==> src/rtl/pin_bank_pkg.sv <==
package pin_bank_pkg;
  localparam int ADDR_W = 5;
  localparam int SEL_W  = ADDR_W - 2;

  typedef enum logic [SEL_W-1:0] {
    SEL_DATA = 3'd0,
    SEL_SET  = 3'd1,
    SEL_CLR  = 3'd2,
    SEL_TGL  = 3'd3,
    SEL_IN   = 3'd4,
    SEL_DIR  = 3'd5,
    SEL_NA6  = 3'd6,
    SEL_NA7  = 3'd7
  } reg_sel_e;
endpackage

==> src/rtl/pin_bank_sync.sv <==
module pin_bank_sync #(
  parameter int W      = 32,
  parameter int STAGES = 2
) (
  input  logic         clk,
  input  logic         rst,
  input  logic [W-1:0] d,
  output logic [W-1:0] q
);
  logic [W-1:0] stage_q [STAGES];

  always_ff @(posedge clk) begin
    if (rst) stage_q[0] <= '0;
    else     stage_q[0] <= d;
  end

  for (genvar s = 1; s < STAGES; s++) begin : g_stage
    always_ff @(posedge clk) begin
      if (rst) stage_q[s] <= '0;
      else     stage_q[s] <= stage_q[s-1];
    end
  end

  assign q = stage_q[STAGES-1];
endmodule

==> src/rtl/pin_bank_latch.sv <==
module pin_bank_latch
  import pin_bank_pkg::*;
#(
  parameter int W = 32
) (
  input  logic         clk,
  input  logic         rst,
  input  logic         wr_en,
  input  reg_sel_e     sel,
  input  logic [W-1:0] wdata,
  output logic [W-1:0] out_q,
  output logic [W-1:0] dir_q
);
  logic [W-1:0] out_d;

  always_comb begin
    out_d = out_q;
    if (wr_en) begin
      unique case (sel)
        SEL_DATA: out_d = wdata;
        SEL_SET:  out_d = out_q | wdata;
        SEL_CLR:  out_d = out_q & ~wdata;
        SEL_TGL:  out_d = out_q ^ wdata;
        default:  out_d = out_q;
      endcase
    end
  end

  always_ff @(posedge clk) begin
    if (rst) begin
      out_q <= '0;
      dir_q <= '0;
    end else begin
      out_q <= out_d;
      if (wr_en && sel == SEL_DIR) dir_q <= wdata;
    end
  end
endmodule

==> src/rtl/pin_bank_rdmux.sv <==
module pin_bank_rdmux
  import pin_bank_pkg::*;
#(
  parameter int W = 32
) (
  input  reg_sel_e     sel,
  input  logic [W-1:0] out_q,
  input  logic [W-1:0] dir_q,
  input  logic [W-1:0] in_q,
  output logic [W-1:0] rdata
);
  always_comb begin
    unique case (sel)
      SEL_DATA: rdata = out_q;
      SEL_IN:   rdata = in_q;
      SEL_DIR:  rdata = dir_q;
      default:  rdata = '0;
    endcase
  end
endmodule

==> src/rtl/pin_bank_io.sv <==
module pin_bank_io
  import pin_bank_pkg::*;
#(
  parameter int W           = 32,
  parameter int SYNC_STAGES = 2
) (
  input  logic              clk,
  input  logic              rst,
  input  logic              wr_en,
  input  logic [ADDR_W-1:0] addr,
  input  logic [W-1:0]      wdata,
  output logic [W-1:0]      rdata,
  input  logic [W-1:0]      pad_in,
  output logic [W-1:0]      pad_out,
  output logic [W-1:0]      pad_oe
);
  reg_sel_e     sel;
  logic [W-1:0] out_q, dir_q, in_q;

  assign sel = reg_sel_e'(addr[ADDR_W-1:2]);

  pin_bank_sync #(.W(W), .STAGES(SYNC_STAGES)) u_sync (
    .clk(clk), .rst(rst), .d(pad_in), .q(in_q)
  );

  pin_bank_latch #(.W(W)) u_latch (
    .clk(clk), .rst(rst), .wr_en(wr_en), .sel(sel), .wdata(wdata),
    .out_q(out_q), .dir_q(dir_q)
  );

  pin_bank_rdmux #(.W(W)) u_rdmux (
    .sel(sel), .out_q(out_q), .dir_q(dir_q), .in_q(in_q), .rdata(rdata)
  );

  assign pad_out = out_q;
  assign pad_oe  = dir_q;
endmodule

==> config.mk <==
export PLATFORM = sky130hd
export DESIGN_NAME = pin_bank_io
export DESIGN_NICKNAME = d
export VERILOG_FILES = /design/src/rtl/pin_bank_pkg.sv /design/src/rtl/pin_bank_sync.sv /design/src/rtl/pin_bank_latch.sv /design/src/rtl/pin_bank_rdmux.sv /design/src/rtl/pin_bank_io.sv
export SDC_FILE = /design/constraint.sdc
export NUM_CORES = 1
export LEC_CHECK = 0
export BUFFER_PORTS_ARGS = -buffer_cell sky130_fd_sc_hd__buf_2
export CORE_MARGIN = 5
export CORE_UTILIZATION = 54
export CTS_CLUSTER_SIZE = 16
export DETAILED_ROUTE_END_ITERATION = 10
export GPL_ROUTABILITY_DRIVEN = 0
export PLACE_DENSITY = 0.81
export REMOVE_ABC_BUFFERS = 1
export SYNTH_ARGS = -nofsm -noshare
export SYNTH_HDL_FRONTEND = slang
export SYNTH_SLANG_ARGS = --single-unit
export TNS_END_PERCENT = 5
==> constraint.sdc <==
create_clock -name clk -period 2.2 [get_ports clk]
set_clock_uncertainty 0.2 [all_clocks]
set_input_delay 0.44 -clock clk [delete_from_list [all_inputs] [get_ports clk]]
set_output_delay 0.44 -clock clk [all_outputs]
set_load 0.005 [all_outputs]
* Yosys cells after proc, flatten, opt, wreduce, memory -nomap -nowiden *
Memory sizes are Yosys's and may differ from the RTL's.
Cells that the tools add are included.

storage, ports and cells
  bits of input ports = 72
  memories = 1
  output and inout port bits = 96
  register bits = 64
  memory bits (writable) = 64

cells by class
  equal/unequal tests = 5
  bitwise operators = 6
  reduce and logical (&&, ||, !) cells = 4
  mux-type cells = 7

memories
  name            depth  width  read ports  clocked after memory_dff  write ports  RTL line             RTL
  u_sync.stage_q  2      32     2           0                         2            pin_bank_sync.sv:10  logic [W-1:0] stage_q [STAGES];

operator list
  operator                                                          count
  32-bit case mux with 4 select lines                               1
  32-bit case mux with 3 select lines                               1
  32-bit two-way mux                                                2
  32-bit AND                                                        1
  32-bit inverter                                                   1
  32-bit bitwise OR                                                 1
  32-bit bitwise XOR                                                1
  3-bit by 2-bit == test with 1-bit output (second input constant)  2
  3-bit == test (second input constant)                             2
  4-bit nonzero test                                                1
  3-bit by 1-bit == test with 1-bit output (second input constant)  1
  3-bit logical NOT                                                 1
  1-bit two-way mux                                                 3
  1-bit bitwise OR                                                  2
  2-bit AND reduction                                               1
  1-bit logical AND                                                 1

* Logic depth before layout (Yosys ltp) *
Gate-level depths: netlist of run 1.

  depth in word-level cells = 3
  depth in mapped cells = 6
  mapped depth without buffers = 5

* Cells and area by module *
From an unflattened synthesis of run 1, not the netlist that was laid out.

unflattened totals
  cell total of the unflattened synthesis = 705
  area, all modules = 6924.1 µm²

modules (own cells, without submodules)
  module          times used  cells an instance  sequential area each (µm²)  area an instance (µm²)
  pin_bank_latch  1           456                1281.2                      4134.0
  pin_bank_sync   1           135                1281.2                      1918.1
  pin_bank_rdmux  1           114                0.0                         872.1

* Worst setup path before layout of run 1 *
OpenSTA, ideal clock, no wires.

  path type = in2out
  start point = input port addr[2]
  end point = output port rdata[19]
  arrival = 1.335 ns
  cell stages on the path = 5
  path buffers = 3
  slack = 0.225 ns
  cells stage by stage = buf_4 -> buf_6 -> buf_2 -> or2_2 -> a21oi_1

between the ends
  word-level cells in the longest chain between the ends = 2

RTL lines
  element                                                    RTL line              RTL
  start: declaration                                         pin_bank_io.sv:10     input logic [ADDR_W-1:0] addr,
  3-bit == test / 3-bit logical NOT (equally long branches)  pin_bank_rdmux.sv:13  unique case (sel)
  32-bit case mux with 3 select lines (*)                    pin_bank_rdmux.sv:13
  end: declaration                                           pin_bank_io.sv:12     output logic [W-1:0] rdata,

Mark *: on every way between the ends. The rest lies on a longest branch, timed or not.

* Final worst setup path of run 1 *
  start point = input port addr[4]
  end point = output port rdata[1]

The elaborated chain is that of the path after synthesis.

==> out/metrics.csv, run 1 <==
metric,value,unit
outcome,finished clean,
yosysWarningCount,0,
ctsHoldBuffers,0,
synth_area_per_cell,9.58,sq um
root_buffer,clkbuf_16,
place_inst,1005,
synth_seq_cells,128,
syn_inst,697,
cts_max_level,4,
finalNonFillerCells,1035,
cts_sinks,128,
synth.distinct_cells,27,
vias,5265,
clock_latency,0.41,ns
tns,0,ns
vias_per_cell,5.09,
cts_resized,1,
slew_violations,0,
nets,992,
clockPowerShare,45.5,%
fp.dieH,121,um
drive_above_1_share,33.2,%
worst_pin_slew,0.413,ns
relSlewSlack,72.4,%
p_switching,1.35,mW
fmax,473,MHz
seqPwrFrac,42.2,%
hpwlAfterDp,10.9,mm
post-route-period-util,96.1,%
placed_cell_area,0.00773,sq mm
regToRegEndpoint,u_latch.out_q[30],
grt_max_degree,95,
cts_buffers,17,
yosysSeqAreaShare,38.4,%
post_cts_buffers,0,
first_global_vias,5272,
wire_per_inst,14.9,um
ant_nets,0,
fillers,962,
synthToLayoutAreaGrowth,24.4,%
fin_ws,0.0855,ns
power,5.88,mW
pre_cts_slack,0.00967,ns
path_cells,"buf_4, buf_12, mux2i_1, or2_2, a21oi_1, buf_2",
numPortBuffers,165,
grt_pass1_wl,25.3,mm
initialDrtViolationCount,282,
cts.path.max_buffers,2,
wirelength,15.4,mm
crit_slowest_cell,or2_2,
final_hold_viol_count,0,
die_area,0.0147,sq mm
crit_end,rdata[1],
path_delay_family,buffers and inverters,
rsz0062_at_grt,false,
worst_r2r_startpoint,u_latch.out_q[30],
hold_slack,0.0311,ns
path_depth,6,
core_area,0.0121,sq mm
p_leak,3.98,nW
hold_class,in -> reg,
swShare,23.0,%
critPathArrivalTime,1.47,ns
die_x,121,um
cap_violations,0,
clk_pin_slew,0.06,ns
cp.required,1.56,ns
slowest_delay,0.27,ns
ioPinCount,168,
fp-row-count,40,
report.final.setup_viol,0,
worst_setup_path_start_kind,input port,
finalInstanceArea,0.00831,sq mm
antenna_found_initial,0,
critPathLaunch,addr[4],
diodes,0,
p_comb_share,12.2,%
critPathCaptureType,output port,
path_max_fanout,23,
hold_start,pad_in[21],
syn-cell-area,0.00668,sq mm
ir_drop,455,uV
drcViolationCount,0,
cellInternalPower,4.53,mW
r2r_slack,0.43,ns
period_needed,2.11,ns
power_density,708,mW/mm^2
globalRoute.totalOverflow,0,
setup.worst_path.class,in -> out,
ff2ff_path_depth,4,
cts_tree,done,
crit_buf_inv,3,
firstDrtPassIters,4,
start_util,55.4,%
track_usage,21.8,%
fin_util,68.9,%
==> Yosys cell counts <==
| master | count | share of area (%) |
|---|---|---|
| a21oi_1 | 64 | 4.8 |
| a21oi_2 | 1 | 0.13 |
| a22o_1 | 31 | 4.1 |
| a22oi_1 | 1 | 0.11 |
| a32o_1 | 1 | 0.15 |
| and2_1 | 1 | 0.094 |
| and3b_1 | 1 | 0.13 |
| and4b_1 | 1 | 0.15 |
| buf_2 | 17 | 1.3 |
| buf_4 | 4 | 0.45 |
| buf_6 | 7 | 1.2 |
| buf_8 | 2 | 0.45 |
| clkbuf_1 | 18 | 1.0 |
| dfxtp_1 | 128 | 38 |
| ha_1 | 64 | 12 |
| inv_1 | 96 | 5.4 |
| mux2_2 | 1 | 0.17 |
| mux2i_1 | 32 | 4.8 |
| mux4_1 | 1 | 0.39 |
| mux4_2 | 30 | 10 |
| nand2_1 | 95 | 5.3 |
| nand4b_1 | 1 | 0.13 |
| nor2_1 | 3 | 0.17 |
| nor2b_1 | 64 | 6.0 |
| nor3b_2 | 1 | 0.19 |
| o21ai_0 | 1 | 0.075 |
| or2_2 | 31 | 2.9 |
==> cells by family (layout without fill, tap and decap cells) <==
group,Yosys count,after routing,synth area share [%]
mux,64,64,15.5
buf+inv,144,314,9.76
flops,128,128,38.4
compound gates,99,99,9.33
simple gates,198,198,15.1
fa+ha+maj,64,64,12.0
==> worst min-delay path by stage <==
stage | depth (start not counted) | endpoint
2_1_floorplan | 1 | u_sync.stage_q[1][0]
3_3_place_gp | 1 | u_sync.stage_q[1][21]
3_5_place_dp | 1 | u_sync.stage_q[1][22]
4_1_cts | 2 | u_sync.stage_q[0][3]
5_1_grt | 2 | u_sync.stage_q[0][3]
6_report | 2 | u_sync.stage_q[0][21]
==> placed cells by master, fill, tap and decap left out, types with 2 or more instances in the layout <==
cell type	Yosys	layout
bufinv_16	0	2
nor2_1	3	3
clkbuf_16	0	17
buf_12	0	9
buf_2	17	161
clkbuf_8	0	3
ha_1	64	64
mux2i_1	32	32
a21oi_1	64	63
buf_4	4	18
dfxtp_1	128	120
dfxtp_2	0	8
inv_1	96	96
nor2b_1	64	64
nand2_1	95	95
or2_2	31	31
mux4_2	30	30
clkinv_2	0	5
clkbuf_1	18	3
a22o_1	31	31
==> sequential cells by signal (all words and copies together) (netlist names) <==
signal	count
u_latch.dir_q	32
u_latch.out_q	32
u_sync.stage_q	64
==> routing by layer <==
metal	part of all wire [%]	global-route usage, %	routed length (um)	vias to the layer above
met1	43	26.2	6590	2492
met3	6.0	5.27	932	31
met5	0	0	0	-
met4	2.1	8.33	317	0
li1	-	-	-	2594
met2	49	37.7	7590	148
==> worst register-to-register path, cell delays in order, from the launching register on <==
cell and delay, ns:
dfxtp_1 0.39, inv_1 0.07, ha_1 0.27, mux4_1 0.48, a22o_1 0.24
==> layout make-up <==
class | count | area, sq um | area share, %
clock buffers | 23 | 478 | 5.75
clock inverters | 7 | 85.1 | 1.02
inverters | 96 | 360 | 4.34
multi-input cells | 425 | 3480 | 41.9
flip-flops and latches | 128 | 2570 | 31.0
well taps | 168 | 210 | 2.53
repair buffers | 188 | 1120 | 13.5
==> power groups by stage <==
| stage | registers, mW | logic, mW | clock network, mW |
|---|---|---|---|
| after floorplan | 2.52 | 0.353 | 0 |
| after global placement | 2.53 | 0.686 | 0 |
| after detailed placement | 2.53 | 0.720 | 0 |
| after CTS | 2.48 | 0.729 | 2.72 |
| after global routing | 2.50 | 0.804 | 2.83 |
| final | 2.48 | 0.719 | 2.68 |
Note: power is estimated with default switching activity, not from simulation.
==> run 2: changes to the inputs <==
- BUFFER_PORTS_ARGS: -buffer_cell sky130_fd_sc_hd__buf_2 -> -buffer_cell sky130_fd_sc_hd__buf_4
==> run 2 against run 1 <==
Wire length increased by 8.7%. Non-clock buffer count unchanged. Setup slack got worse by 0.034 ns. Global-route usage increased by 1.5 points. Die area unchanged. Combinational power increased by 10%. Design area increased by 5.0%.
==> out/metrics.csv, run 2 (synthesized netlist as in run 1, its figures left out) <==
metric,value,unit
path_cells,"buf_4, buf_12, mux2i_1, or2_2, a21oi_1, buf_4",
ant_nets,0,
final_hold_viol_count,0,
worst_pin_slew,0.413,ns
numPortBuffers,165,
post-route-period-util,97.7,%
wirelength,16.8,mm
cts_resized,1,
cts.path.max_buffers,2,
cts_max_level,4,
crit_top_cell,buf_4,
clockPowerShare,45.2,%
period_needed,2.15,ns
post_cts_buffers,0,
setup.worst_path.class,in -> out,
p_leak,4.03,nW
first_global_vias,5600,
outcome,finished clean,
start_util,55.4,%
cts_buffers,17,
finalInstanceArea,0.00872,sq mm
grt_pass1_wl,27.1,mm
slew_violations,0,
power_density,686,mW/mm^2
drcViolationCount,0,
vias_per_cell,5.26,
crit_slowest_cell,or2_2,
layout_commonest_cell,buf_4,
firstDrtPassIters,6,
p_comb_share,13.2,%
clk_pin_slew,0.06,ns
top_register,u_sync.stage_q,
worst_setup_path_start_kind,input port,
ir_drop,586,uV
cts_sinks,128,
fp.dieH,121,um
root_buffer,clkbuf_16,
die_x,121,um
track_usage,23.3,%
path_max_fanout,15,
drive_above_1_share,34.4,%
core_area,0.0121,sq mm
cap_violations,0,
die_area,0.0147,sq mm
hold_slack,0.0251,ns
nets,992,
fillers,827,
p_switching,1.40,mW
grt_max_degree,95,
hold_class,in -> reg,
seqPwrFrac,41.6,%
ctsHoldBuffers,0,
synthToLayoutAreaGrowth,30.6,%
globalRoute.totalOverflow,0,
swShare,23.4,%
clock_latency,0.42,ns
critPathCaptureType,output port,
fp-row-count,40,
hpwlAfterDp,11.7,mm
report.final.setup_viol,0,
wire_per_inst,16.2,um
cp.required,1.56,ns
slowest_delay,0.27,ns
vias,5450,
cellInternalPower,4.58,mW
reg_top3,"u_sync.stage_q x64, u_latch.dir_q x32, u_latch.out_q x32",
relSlewSlack,72.4,%
diodes,0,
antenna_found_initial,0,
critPathArrivalTime,1.51,ns
most-common-layout-cells,"179 x buf_4, 112 x dfxtp_1, 96 x inv_1",
placed_cell_area,0.00811,sq mm
ioPinCount,168,
initialDrtViolationCount,343,
fmax,465,MHz
largest_reg_flops,64,
cts_tree,done,
run 2: changes by cell type in the layout (fill, tap and decap cells not counted), sizes merged:
cell    before  now
clkbuf      23   27
bufinv       2    1
clkinv       5    4
run 2: path summary, 6_finish.rpt:
check	start	end	slack, ns	depth (start not counted)
hold reg to reg	u_sync.stage_q[0][27]	u_sync.stage_q[1][27]	0.23	1
hold / removal	pad_in[27]	u_sync.stage_q[0][27]	0.03	2
setup / recovery	addr[4]	rdata[10]	0.05	6
setup reg to reg	u_latch.out_q[4]	u_latch.out_q[4]	0.47	4
run 2: final cells by class:
cell class / count / area (sq um) / share of cell area (%)
Inverter: 96 / 360 / 4.13
Timing Repair Buffer: 188 / 1510 / 17.3
Clock inverter: 5 / 50.0 / 0.574
Tap cell: 168 / 210 / 2.41
Sequential cell: 128 / 2580 / 29.6
Multi-Input combinational cell: 425 / 3490 / 40.0
Clock buffer: 27 / 523 / 6.00
run 2: per-stage QoR:
| step | setup slack (ns) | utilization (%) | power (mW) | TNS (ns) | cells |
|---|---|---|---|---|---|
| 2_1_floorplan | 0.229 | - | 2.87 | 0 | 649 |
| 3_3_place_gp | 0.0805 | 67.3 | 3.27 | 0 | 1005 |
| 3_5_place_dp | 0.0558 | 67.3 | 3.32 | 0 | 1005 |
| 4_1_cts | 0.0175 | 72.0 | 6.01 | 0 | 1037 |
| 5_1_grt | -0.00252 | 72.3 | 6.21 | -0.00252 | 1037 |
| 6_report | 0.0514 | 72.3 | 5.98 | 0 | 1037 |
run 2: worst max-delay path: cells and delay by family:
family,cells,cell delay (ns)
multiplexers,1,0.11
buffers and inverters,3,0.47
AO/OA/AOI/OAI,1,0.21
AND/OR/NAND/NOR,1,0.27
run 2: power groups by stage:
stage          clock network [mW]  logic [mW]  registers (mW)
3_5_place_dp                    0       0.786            2.53
4_1_cts                      2.73       0.794            2.48
5_1_grt                      2.85       0.868            2.50
6_report                     2.70       0.791            2.49
2_1_floorplan                   0       0.353            2.52
3_3_place_gp                    0       0.743            2.52
run 2: per-layer routing:
| metal | track usage [%] | share of wire [%] | vias to the layer above |
|---|---|---|---|
| met3 | 7.23 | 6.6 | 41 |
| li1 | - | - | 2593 |
| met2 | 39.3 | 49 | 184 |
| met4 | 9.87 | 2.8 | 0 |
| met5 | 0 | 0 | - |
| met1 | 27.4 | 41 | 2632 |
